--- src/rtl/row_scan_pkg.sv ---
package row_scan_pkg;

  typedef enum logic [1:0] {
    PH_IDLE = 2'd0,
    PH_RST  = 2'd1,
    PH_INT  = 2'd2,
    PH_HOLD = 2'd3
  } phase_e;

  function automatic int unsigned width_of(input int unsigned max_val);
    return (max_val > 1) ? $clog2(max_val + 1) : 1;
  endfunction

endpackage

--- src/rtl/row_scan_cfg.sv ---
module row_scan_cfg #(
  parameter int US_W       = 12,
  parameter int ROW_W      = 5,
  parameter int CNT_W      = 17,
  parameter int NUM_ROWS   = 32,
  parameter int CLK_PER_US = 50,
  parameter int MIN_INT_US = 100,
  parameter int MAX_INT_US = 2000
) (
  input  logic [US_W-1:0]  int_us_i,
  input  logic [ROW_W:0]   row_cnt_i,
  output logic [CNT_W-1:0] int_cyc_o,
  output logic [ROW_W-1:0] last_row_o
);

  localparam logic [US_W-1:0]  US_LO   = US_W'(MIN_INT_US);
  localparam logic [US_W-1:0]  US_HI   = US_W'(MAX_INT_US);
  localparam logic [ROW_W:0]   ROWS_HI = (ROW_W+1)'(NUM_ROWS);
  localparam logic [CNT_W-1:0] SCALE   = CNT_W'(CLK_PER_US);

  logic [US_W-1:0] us_clamped;
  logic [ROW_W:0]  rows_m1;

  always_comb begin
    if (int_us_i < US_LO) begin
      us_clamped = US_LO;
    end else if (int_us_i > US_HI) begin
      us_clamped = US_HI;
    end else begin
      us_clamped = int_us_i;
    end
  end

  always_comb begin
    if (row_cnt_i == '0) begin
      rows_m1 = '0;
    end else if (row_cnt_i > ROWS_HI) begin
      rows_m1 = ROWS_HI - 1'b1;
    end else begin
      rows_m1 = row_cnt_i - 1'b1;
    end
  end

  assign int_cyc_o  = CNT_W'(us_clamped) * SCALE;
  assign last_row_o = rows_m1[ROW_W-1:0];

endmodule

--- src/rtl/row_scan_fsm.sv ---
module row_scan_fsm
  import row_scan_pkg::*;
#(
  parameter int CNT_W    = 17,
  parameter int ROW_W    = 5,
  parameter int RST_CYC  = 500,
  parameter int HOLD_CYC = 4
) (
  input  logic             clk,
  input  logic             rst_n,
  input  logic             start_i,
  input  logic [CNT_W-1:0] int_cyc_i,
  input  logic [ROW_W-1:0] last_row_i,
  output logic             int_rst_o,
  output logic             integ_o,
  output logic             hold_o,
  output logic             dac_ld_o,
  output logic             adc_cnv_o,
  output logic             frame_start_o,
  output logic             row_done_o,
  output logic             busy_o,
  output logic [ROW_W-1:0] row_o
);

  localparam logic [CNT_W-1:0] RST_LAST  = CNT_W'(RST_CYC - 1);
  localparam logic [CNT_W-1:0] HOLD_LAST = CNT_W'(HOLD_CYC - 1);

  phase_e           ph_q, ph_d;
  logic [CNT_W-1:0] cnt_q, cnt_d;
  logic [ROW_W-1:0] row_q, row_d;
  logic [CNT_W-1:0] tint_q;
  logic [ROW_W-1:0] last_q;
  logic             cfg_en;
  logic [CNT_W-1:0] int_last;

  assign int_last = tint_q - 1'b1;

  // next-state process
  always_comb begin
    ph_d   = ph_q;
    cnt_d  = cnt_q;
    row_d  = row_q;
    cfg_en = 1'b0;
    unique case (ph_q)
      PH_IDLE: begin
        if (start_i) begin
          ph_d   = PH_RST;
          cnt_d  = '0;
          row_d  = '0;
          cfg_en = 1'b1;
        end
      end
      PH_RST: begin
        if (cnt_q == RST_LAST) begin
          ph_d  = PH_INT;
          cnt_d = '0;
        end else begin
          cnt_d = cnt_q + 1'b1;
        end
      end
      PH_INT: begin
        if (cnt_q == int_last) begin
          ph_d  = PH_HOLD;
          cnt_d = '0;
        end else begin
          cnt_d = cnt_q + 1'b1;
        end
      end
      PH_HOLD: begin
        if (cnt_q == HOLD_LAST) begin
          cnt_d = '0;
          if (row_q == last_q) begin
            ph_d  = PH_IDLE;
            row_d = '0;
          end else begin
            ph_d  = PH_RST;
            row_d = row_q + 1'b1;
          end
        end else begin
          cnt_d = cnt_q + 1'b1;
        end
      end
      default: ph_d = PH_IDLE;
    endcase
  end

  // register process
  always_ff @(posedge clk or negedge rst_n) begin
    if (!rst_n) begin
      ph_q  <= PH_IDLE;
      cnt_q <= '0;
      row_q <= '0;
    end else begin
      ph_q  <= ph_d;
      cnt_q <= cnt_d;
      row_q <= row_d;
    end
  end

  always_ff @(posedge clk or negedge rst_n) begin
    if (!rst_n) begin
      tint_q <= '0;
      last_q <= '0;
    end else if (cfg_en) begin
      tint_q <= int_cyc_i;
      last_q <= last_row_i;
    end
  end

  assign int_rst_o     = (ph_q == PH_RST);
  assign integ_o       = (ph_q == PH_INT);
  assign hold_o        = (ph_q == PH_HOLD);
  assign dac_ld_o      = (ph_q == PH_RST) && (cnt_q == '0);
  assign adc_cnv_o     = (ph_q == PH_HOLD) && (cnt_q == '0);
  assign frame_start_o = dac_ld_o && (row_q == '0);
  assign row_done_o    = (ph_q == PH_HOLD) && (cnt_q == HOLD_LAST);
  assign busy_o        = (ph_q != PH_IDLE);
  assign row_o         = row_q;

endmodule

--- src/rtl/row_scan_spi.sv ---
module row_scan_spi #(
  parameter int ROW_W = 5
) (
  input  logic             clk,
  input  logic             rst_n,
  input  logic             go_i,
  input  logic [ROW_W-1:0] addr_i,
  output logic             sclk_o,
  output logic             mosi_o,
  output logic             cs_n_o
);

  localparam int BIT_W = (ROW_W > 1) ? $clog2(ROW_W) : 1;
  localparam logic [BIT_W-1:0] BIT_LAST = BIT_W'(ROW_W - 1);

  logic             act_q, act_d;
  logic             half_q, half_d;
  logic [BIT_W-1:0] bit_q, bit_d;
  logic [ROW_W-1:0] sh_q, sh_d;

  always_comb begin
    act_d  = act_q;
    half_d = half_q;
    bit_d  = bit_q;
    sh_d   = sh_q;
    if (go_i) begin
      act_d  = 1'b1;
      half_d = 1'b0;
      bit_d  = '0;
      sh_d   = addr_i;
    end else if (act_q) begin
      if (!half_q) begin
        half_d = 1'b1;
      end else begin
        half_d = 1'b0;
        sh_d   = sh_q << 1;
        bit_d  = bit_q + 1'b1;
        if (bit_q == BIT_LAST) begin
          act_d = 1'b0;
        end
      end
    end
  end

  always_ff @(posedge clk or negedge rst_n) begin
    if (!rst_n) begin
      act_q  <= 1'b0;
      half_q <= 1'b0;
      bit_q  <= '0;
      sh_q   <= '0;
    end else begin
      act_q  <= act_d;
      half_q <= half_d;
      bit_q  <= bit_d;
      sh_q   <= sh_d;
    end
  end

  assign cs_n_o = ~act_q;
  assign sclk_o = act_q & half_q;
  assign mosi_o = act_q & sh_q[ROW_W-1];

endmodule

--- src/rtl/row_scan_seq.sv ---
module row_scan_seq #(
  parameter int CLK_PER_US    = 50,
  parameter int NUM_ROWS      = 32,
  parameter int RST_US        = 10,
  parameter int DAC_SETTLE_US = 7,
  parameter int MIN_INT_US    = 100,
  parameter int MAX_INT_US    = 2000,
  parameter int HOLD_CYC      = 4,
  parameter int US_W          = 12,
  localparam int ROW_W        = (NUM_ROWS > 1) ? $clog2(NUM_ROWS) : 1
) (
  input  logic             clk,
  input  logic             rst_n,
  input  logic             start_i,
  input  logic [US_W-1:0]  int_us_i,
  input  logic [ROW_W:0]   row_cnt_i,
  output logic             int_rst_o,
  output logic             integ_o,
  output logic             hold_o,
  output logic             dac_ld_o,
  output logic             adc_cnv_o,
  output logic             spi_cs_n_o,
  output logic             spi_sclk_o,
  output logic             spi_mosi_o,
  output logic [ROW_W-1:0] row_idx_o,
  output logic             frame_start_o,
  output logic             row_done_o,
  output logic             busy_o
);

  localparam int RST_CYC = RST_US * CLK_PER_US;
  localparam int CNT_W   = row_scan_pkg::width_of(MAX_INT_US * CLK_PER_US);

  logic [CNT_W-1:0] int_cyc;
  logic [ROW_W-1:0] last_row;

  row_scan_cfg #(
    .US_W(US_W), .ROW_W(ROW_W), .CNT_W(CNT_W), .NUM_ROWS(NUM_ROWS),
    .CLK_PER_US(CLK_PER_US), .MIN_INT_US(MIN_INT_US), .MAX_INT_US(MAX_INT_US)
  ) i_cfg (
    .int_us_i  (int_us_i),
    .row_cnt_i (row_cnt_i),
    .int_cyc_o (int_cyc),
    .last_row_o(last_row)
  );

  row_scan_fsm #(
    .CNT_W(CNT_W), .ROW_W(ROW_W), .RST_CYC(RST_CYC), .HOLD_CYC(HOLD_CYC)
  ) i_fsm (
    .clk          (clk),
    .rst_n        (rst_n),
    .start_i      (start_i),
    .int_cyc_i    (int_cyc),
    .last_row_i   (last_row),
    .int_rst_o    (int_rst_o),
    .integ_o      (integ_o),
    .hold_o       (hold_o),
    .dac_ld_o     (dac_ld_o),
    .adc_cnv_o    (adc_cnv_o),
    .frame_start_o(frame_start_o),
    .row_done_o   (row_done_o),
    .busy_o       (busy_o),
    .row_o        (row_idx_o)
  );

  row_scan_spi #(
    .ROW_W(ROW_W)
  ) i_spi (
    .clk   (clk),
    .rst_n (rst_n),
    .go_i  (dac_ld_o),
    .addr_i(row_idx_o),
    .sclk_o(spi_sclk_o),
    .mosi_o(spi_mosi_o),
    .cs_n_o(spi_cs_n_o)
  );

endmodule

--- config.mk ---
export PLATFORM = sky130hd
export DESIGN_NAME = row_scan_seq
export DESIGN_NICKNAME = d
export VERILOG_FILES = /design/src/rtl/row_scan_pkg.sv /design/src/rtl/row_scan_cfg.sv /design/src/rtl/row_scan_fsm.sv /design/src/rtl/row_scan_spi.sv /design/src/rtl/row_scan_seq.sv
export SDC_FILE = /design/constraint.sdc
export NUM_CORES = 1
export LEC_CHECK = 0
export BUFFER_PORTS_ARGS = -buffer_cell sky130_fd_sc_hd__buf_2
export CAP_MARGIN = 0
export CORE_MARGIN = 5
export CORE_UTILIZATION = 40
export CTS_CLUSTER_SIZE = 8
export DETAILED_ROUTE_END_ITERATION = 6
export MAX_ROUTING_LAYER = met4
export PLACE_DENSITY_LB_ADDON = 0.25
export SETUP_SLACK_MARGIN = 0.5
export SYNTH_ARGS = -nofsm -noshare
export SYNTH_HDL_FRONTEND = slang
export SYNTH_SLANG_ARGS = --single-unit
--- constraint.sdc ---
create_clock -name clk -period 4.86 [get_ports clk]
set_clock_uncertainty 0.15 [all_clocks]
set_input_delay 0.972 -clock clk [delete_from_list [all_inputs] [get_ports clk]]
set_output_delay 0.972 -clock clk [all_outputs]
set_load 0.05 [all_outputs]
==> impl_results.html <==
<table>
<tr><th>Metric</th><th>Value</th></tr>
<tr><th colspan="2">Worst setup path</th></tr>
<tr><td>Kind of start point of the critical path</td><td>input pin</td></tr>
<tr><td>Critical path start-end classification</td><td>in2reg</td></tr>
<tr><td>Crit. Startpoint</td><td>int_us_i[3]</td></tr>
<tr><td>Critical-path maximum fanout</td><td>3</td></tr>
<tr><td>Required @ worst endpoint</td><td>between 4 and 5 ns</td></tr>
<tr><td>Largest incremental delay on the critical path</td><td>approximately 0.5 ns</td></tr>
<tr><td>Slowest cell on the critical path</td><td>fa_1</td></tr>
<tr><td>Cell family with the largest share of critical-path delay</td><td>compound AO/OA/AOI/OAI gates</td></tr>
<tr><td>Crit path buffers/inverters</td><td>4</td></tr>
<tr><td>Worst-path cell chain</td><td>buf_8, nor4_4, o21bai_1, a31oi_2, buf_4, and3_4, ha_4, ha_4, inv_2, fa_1, inv_2, ha_4, a21o_1, a21oi_2, o21bai_1, a21oi_2, o21bai_2, a221oi_2, mux2i_1, nand2_1</td></tr>
<tr><td>Crit path arrival time</td><td>4.45 ns</td></tr>
<tr><td>Kind of end point of the critical path</td><td>flip-flop</td></tr>
<tr><td>Reg-to-Reg Start</td><td>i_fsm.tint_q[6]$_DFFE_PN0P_</td></tr>
<tr><td>Setup slack, reg-to-reg</td><td>between 1 and 1.5 ns</td></tr>
<tr><td>Cell with the most instances on the worst path</td><td>ha_4</td></tr>
<tr><th colspan="2">Clock tree</th></tr>
<tr><td>H-tree lvl count</td><td>2</td></tr>
<tr><td>Clock Tree Buf Depth</td><td>2</td></tr>
<tr><td>Clock transition time at the flip-flop clock pins of the worst setup and hold paths</td><td>0.07 ns</td></tr>
<tr><td>TritonCTS clock tree</td><td>built</td></tr>
<tr><td>Count of clock tree sinks</td><td>55</td></tr>
<tr><td>Clock Tree Root</td><td>clkbuf_16</td></tr>
<tr><td>Clock latency reported for the late side of the worst-skew pair</td><td>0.29 ns</td></tr>
<tr><td>Number of CTS-inserted buffers</td><td>5</td></tr>
<tr><th colspan="2">Die</th></tr>
<tr><td>Total number of placement rows</td><td>39</td></tr>
<tr><td>Overall die width</td><td>119 um</td></tr>
<tr><td>Floorplan die area</td><td>14,200 um^2</td></tr>
<tr><td># IOs</td><td>37</td></tr>
<tr><td>Area inside the core boundary</td><td>~12,000 um^2</td></tr>
<tr><td>Starting density of the core</td><td>0.412</td></tr>
<tr><td>Die H</td><td>119 um</td></tr>
<tr><th colspan="2">Synth</th></tr>
<tr><td>Sequential area share after synthesis</td><td>0.290</td></tr>
<tr><td>Cell count after synthesis</td><td>approximately 550</td></tr>
<tr><td>Share of flip-flops with an asynchronous set or reset after synthesis</td><td>1.00</td></tr>
<tr><td>Post-synth EDFFs</td><td>0</td></tr>
<tr><td>Synthesized netlist net count</td><td>629</td></tr>
<tr><td>Netlist area before placement</td><td>roughly 4700 um^2</td></tr>
<tr><td>Count of cell types in the netlist</td><td>65</td></tr>
<tr><td>Register bit count reported by yosys</td><td>55</td></tr>
<tr><td>Ys flop type</td><td>dfrtp_1</td></tr>
<tr><td>Number of synthesis warnings</td><td>0</td></tr>
<tr><td>Synthesized area divided by synthesized cell count</td><td>about 8.7 um^2</td></tr>
<tr><th colspan="2">Global routing</th></tr>
<tr><td>Global-route wire length before repair</td><td>around 18,000 um</td></tr>
<tr><td>Global-route track usage on met1</td><td>0.190</td></tr>
<tr><td>Largest net degree at the start of global routing</td><td>56</td></tr>
<tr><td>Vias in the first global route</td><td>roughly 4k</td></tr>
<tr><td>Aggregate global-route resource usage</td><td>0.154</td></tr>
<tr><td>Met3 Resource Use GR</td><td>0.0199</td></tr>
<tr><td>Global route overflow</td><td>0</td></tr>
<tr><td>Met2 Use GR</td><td>0.272</td></tr>
<tr><td>Antenna violations before repair</td><td>0</td></tr>
<tr><td>Routing layer with the top usage in global route</td><td>met2</td></tr>
<tr><th colspan="2">Layout</th></tr>
<tr><td>Utilization after layout</td><td>0.470</td></tr>
<tr><td>FF+latch area</td><td>~1400 um^2</td></tr>
<tr><td>Combined area of the multi-input logic cells</td><td>3210 um^2</td></tr>
<tr><td>Number of nets at the end of the flow</td><td>approximately 660</td></tr>
<tr><td>Number of diodes added for antenna fixing</td><td>0</td></tr>
<tr><td>Area growth syn-to-layout</td><td>14.0%</td></tr>
<tr><td>Share of cells above drive strength 1</td><td>0.179</td></tr>
<tr><td>Fill cell count</td><td>about 1.1k</td></tr>
<tr><td>Commonest non-fill, non-tap cell in the layout</td><td>dfrtp_1</td></tr>
<tr><td>Commonest cells after routing, fill and taps aside</td><td>dfrtp_1 (55), inv_1 (54), nand2_1 (52)</td></tr>
<tr><th colspan="2">Timing</th></tr>
<tr><td>Share of the clock period used by the worst path</td><td>0.910</td></tr>
<tr><td>Final setup violation count</td><td>0</td></tr>
<tr><td>Crit path time final</td><td>about 4.4 ns</td></tr>
<tr><td>Setup tns final</td><td>0 ns</td></tr>
<tr><td>Worst hold slack</td><td>around 0.36 ns</td></tr>
<tr><td>Final worst slack</td><td>about 0.44 ns</td></tr>
<tr><td>Worst slew margin relative to its limit</td><td>0.292</td></tr>
<tr><td>Least-Margin Pin Slew</td><td>between 1 and 1.5 ns</td></tr>
<tr><td>Final Max Tran Viols</td><td>0</td></tr>
<tr><td>Maximum clock frequency</td><td>226 MHz</td></tr>
<tr><td>RSZ-0062 raised after global routing</td><td>yes</td></tr>
<tr><td>Final-report hold violation count</td><td>0</td></tr>
<tr><th colspan="2">Power and ir drop</th></tr>
<tr><td>Power share of the combinational group</td><td>0.340</td></tr>
<tr><td>Int Power</td><td>around 910 uW</td></tr>
<tr><td>Net load switching power</td><td>478 uW</td></tr>
<tr><td>Power density of the placed cells</td><td>256 nW/um^2</td></tr>
<tr><td>Share of total power in sequential cells</td><td>0.395</td></tr>
<tr><td>Total power after layout</td><td>about 1.4 mW</td></tr>
<tr><td>Maximum vdd ir drop</td><td>around 160 uV</td></tr>
<tr><td>Net switching fraction of the power</td><td>0.344</td></tr>
<tr><td>Share of total power in the clock network</td><td>0.265</td></tr>
<tr><td>Pleak</td><td>about 2.6 nW</td></tr>
<tr><th colspan="2">Routing</th></tr>
<tr><td>Total Wirelength</td><td>around 10,000 um</td></tr>
<tr><td>Drt first pass iters</td><td>4</td></tr>
<tr><td>Number of vias after detailed routing</td><td>3,933</td></tr>
<tr><td>Final routed DRC violation total</td><td>0</td></tr>
<tr><td>DRC marker count from the first detailed-route iteration</td><td>approximately 220</td></tr>
<tr><td>Vias per cell</td><td>5.42</td></tr>
<tr><td>Residual antenna-violating net count after detailed routing</td><td>0</td></tr>
<tr><td>WL per Instance</td><td>around 14 um</td></tr>
<tr><th colspan="2">Placed design</th></tr>
<tr><td>Placed wire-length estimate after detailed placement</td><td>between 8000 and 9000 um</td></tr>
<tr><td>Placer congestion estimate</td><td>0.808</td></tr>
<tr><td>Number of port buffers</td><td>36</td></tr>
<tr><td>Post-placement setup slack</td><td>-0.0194 ns</td></tr>
<tr><th colspan="2">Min path</th></tr>
<tr><td>Classification of the worst-slack hold path</td><td>reg2reg</td></tr>
<tr><td>Hold path start</td><td>i_fsm.last_q[3]$_DFFE_PN0P_</td></tr>
<tr><th colspan="2">Status</th></tr>
<tr><td>Result of the run</td><td>finished clean</td></tr>
<tr><th colspan="2">Job</th></tr>
<tr><td>Max-cap violations</td><td>0</td></tr>
</table>
==> final cells by class <==
class                           count  share of cell area
Clock buffer                        5              0.0231
Clock inverter                      3             0.00485
Inverter                           57              0.0395
Multi-Input combinational cell    414               0.592
Sequential cell                    55               0.254
Tap cell                          143              0.0330
Timing Repair Buffer               48              0.0529
==> routing by layer <==
| metal | share of wire | vias up |
|---|---|---|
| met1 | 0.47 | 1881 |
| met4 | 0.0077 | 0 |
| li1 | - | 1983 |
| met5 | 0 | - |
| met3 | 0.031 | 6 |
| met2 | 0.49 | 63 |
==> worst paths after layout <==
path | end | cells past startpoint
worst max-delay path | i_fsm.tint_q[15]$_DFFE_PN0P_ | 20
worst min-delay path | i_fsm.last_q[3]$_DFFE_PN0P_ | 2
worst max register to register | i_fsm.cnt_q[0]$_DFFE_PN0N_ | 8
worst min register to register | i_fsm.last_q[3]$_DFFE_PN0P_ | 2
max in group asynchronous | i_fsm.tint_q[12]$_DFFE_PN0P_ | 2
min in group asynchronous | i_fsm.cnt_q[2]$_DFFE_PN0N_ | 2
==> cells in the mapped netlist, types with 2 or more instances <==
cell type	instances	area (um^2)
conb_1	2	7.51
and3_1	10	62.6
nor3b_1	2	15.0
o31ai_1	5	37.5
or2_2	6	37.5
nor2_1	39	146
inv_1	57	214
mux2i_1	10	100
fa_1	7	140
or3_1	9	56.3
a21o_1	4	30.0
buf_2	3	15.0
nand3_1	14	70.1
xnor2_1	25	219
a22o_1	10	87.6
nor4_1	8	50.1
a31o_1	6	52.6
a21boi_0	3	22.5
buf_6	2	22.5
nor4b_1	2	17.5
a21oi_1	16	80.1
ha_1	52	651
and2_1	3	18.8
xor2_1	14	123
or4_4	2	22.5
nand4_1	5	31.3
o21ai_0	28	140
a31o_2	3	26.3
dfrtp_1	55	1380
o21bai_1	4	30.0
o22ai_1	2	12.5
nor3_1	15	75.1
maj3_1	2	20.0
o41ai_1	2	17.5
nand2b_1	4	25.0
a221oi_1	5	43.8
nand3b_1	4	30.0
a31oi_1	3	18.8
mux2_2	11	124
clkbuf_1	18	67.6
nand2_1	53	199
==> power groups by stage <==
stage / combinational (mW) / sequential, mW / clock [mW]
finish: 0.471 / 0.548 / 0.368
floorplan: 0.361 / 0.511 / 0
global route: 0.539 / 0.555 / 0.398
detailed placement: 0.414 / 0.555 / 0
CTS: 0.445 / 0.547 / 0.378
global placement: 0.405 / 0.557 / 0
==> flip-flops by register name, indices dropped and copies added (netlist names) <==
register,count
i_fsm.tint_q,16
i_spi.bit_q,3
i_fsm.last_q,5
i_spi.act_q,1
i_spi.half_q,1
i_fsm.ph_q,2
i_spi.sh_q,5
i_fsm.cnt_q,17
i_fsm.row_o,5
==> tightest hold or removal path: cells and delay by family, from the launching register on <==
family | cells | cell delay, ns
AND/OR/NAND/NOR | 1 | 0.06
flip-flops | 1 | 0.37
AO/OA/AOI/OAI | 1 | 0.05
==> timing repair <==
action / 4_1_cts / 5_1_grt
buffers inserted: 5 / 3
gates resized for setup: 5 / 15
pin swaps: 11 / 8
hold buffers: 0 / 0
endpoints found under the setup margin: 4 / 6
==> through the flow <==
stage | instances | cell area [um^2]
3_5_place_dp | 709 | 5120
3_3_place_gp | 709 | 5120
5_1_grt | 725 | 5410
6_report | 725 | 5410
2_1_floorplan | 549 | 4830
4_1_cts | 722 | 5350
==> cells by family after synthesis <==
kind of cell,after synthesis,share of synthesized area
mux,21,0.0472
simple gates,185,0.198
other cells,2,0.00158
flops,55,0.290
compound gates,106,0.154
buf+inv,80,0.0672
xor+xnor,39,0.0719
fa+ha+maj,61,0.171
Note: power is estimated with default switching activity, not from simulation.
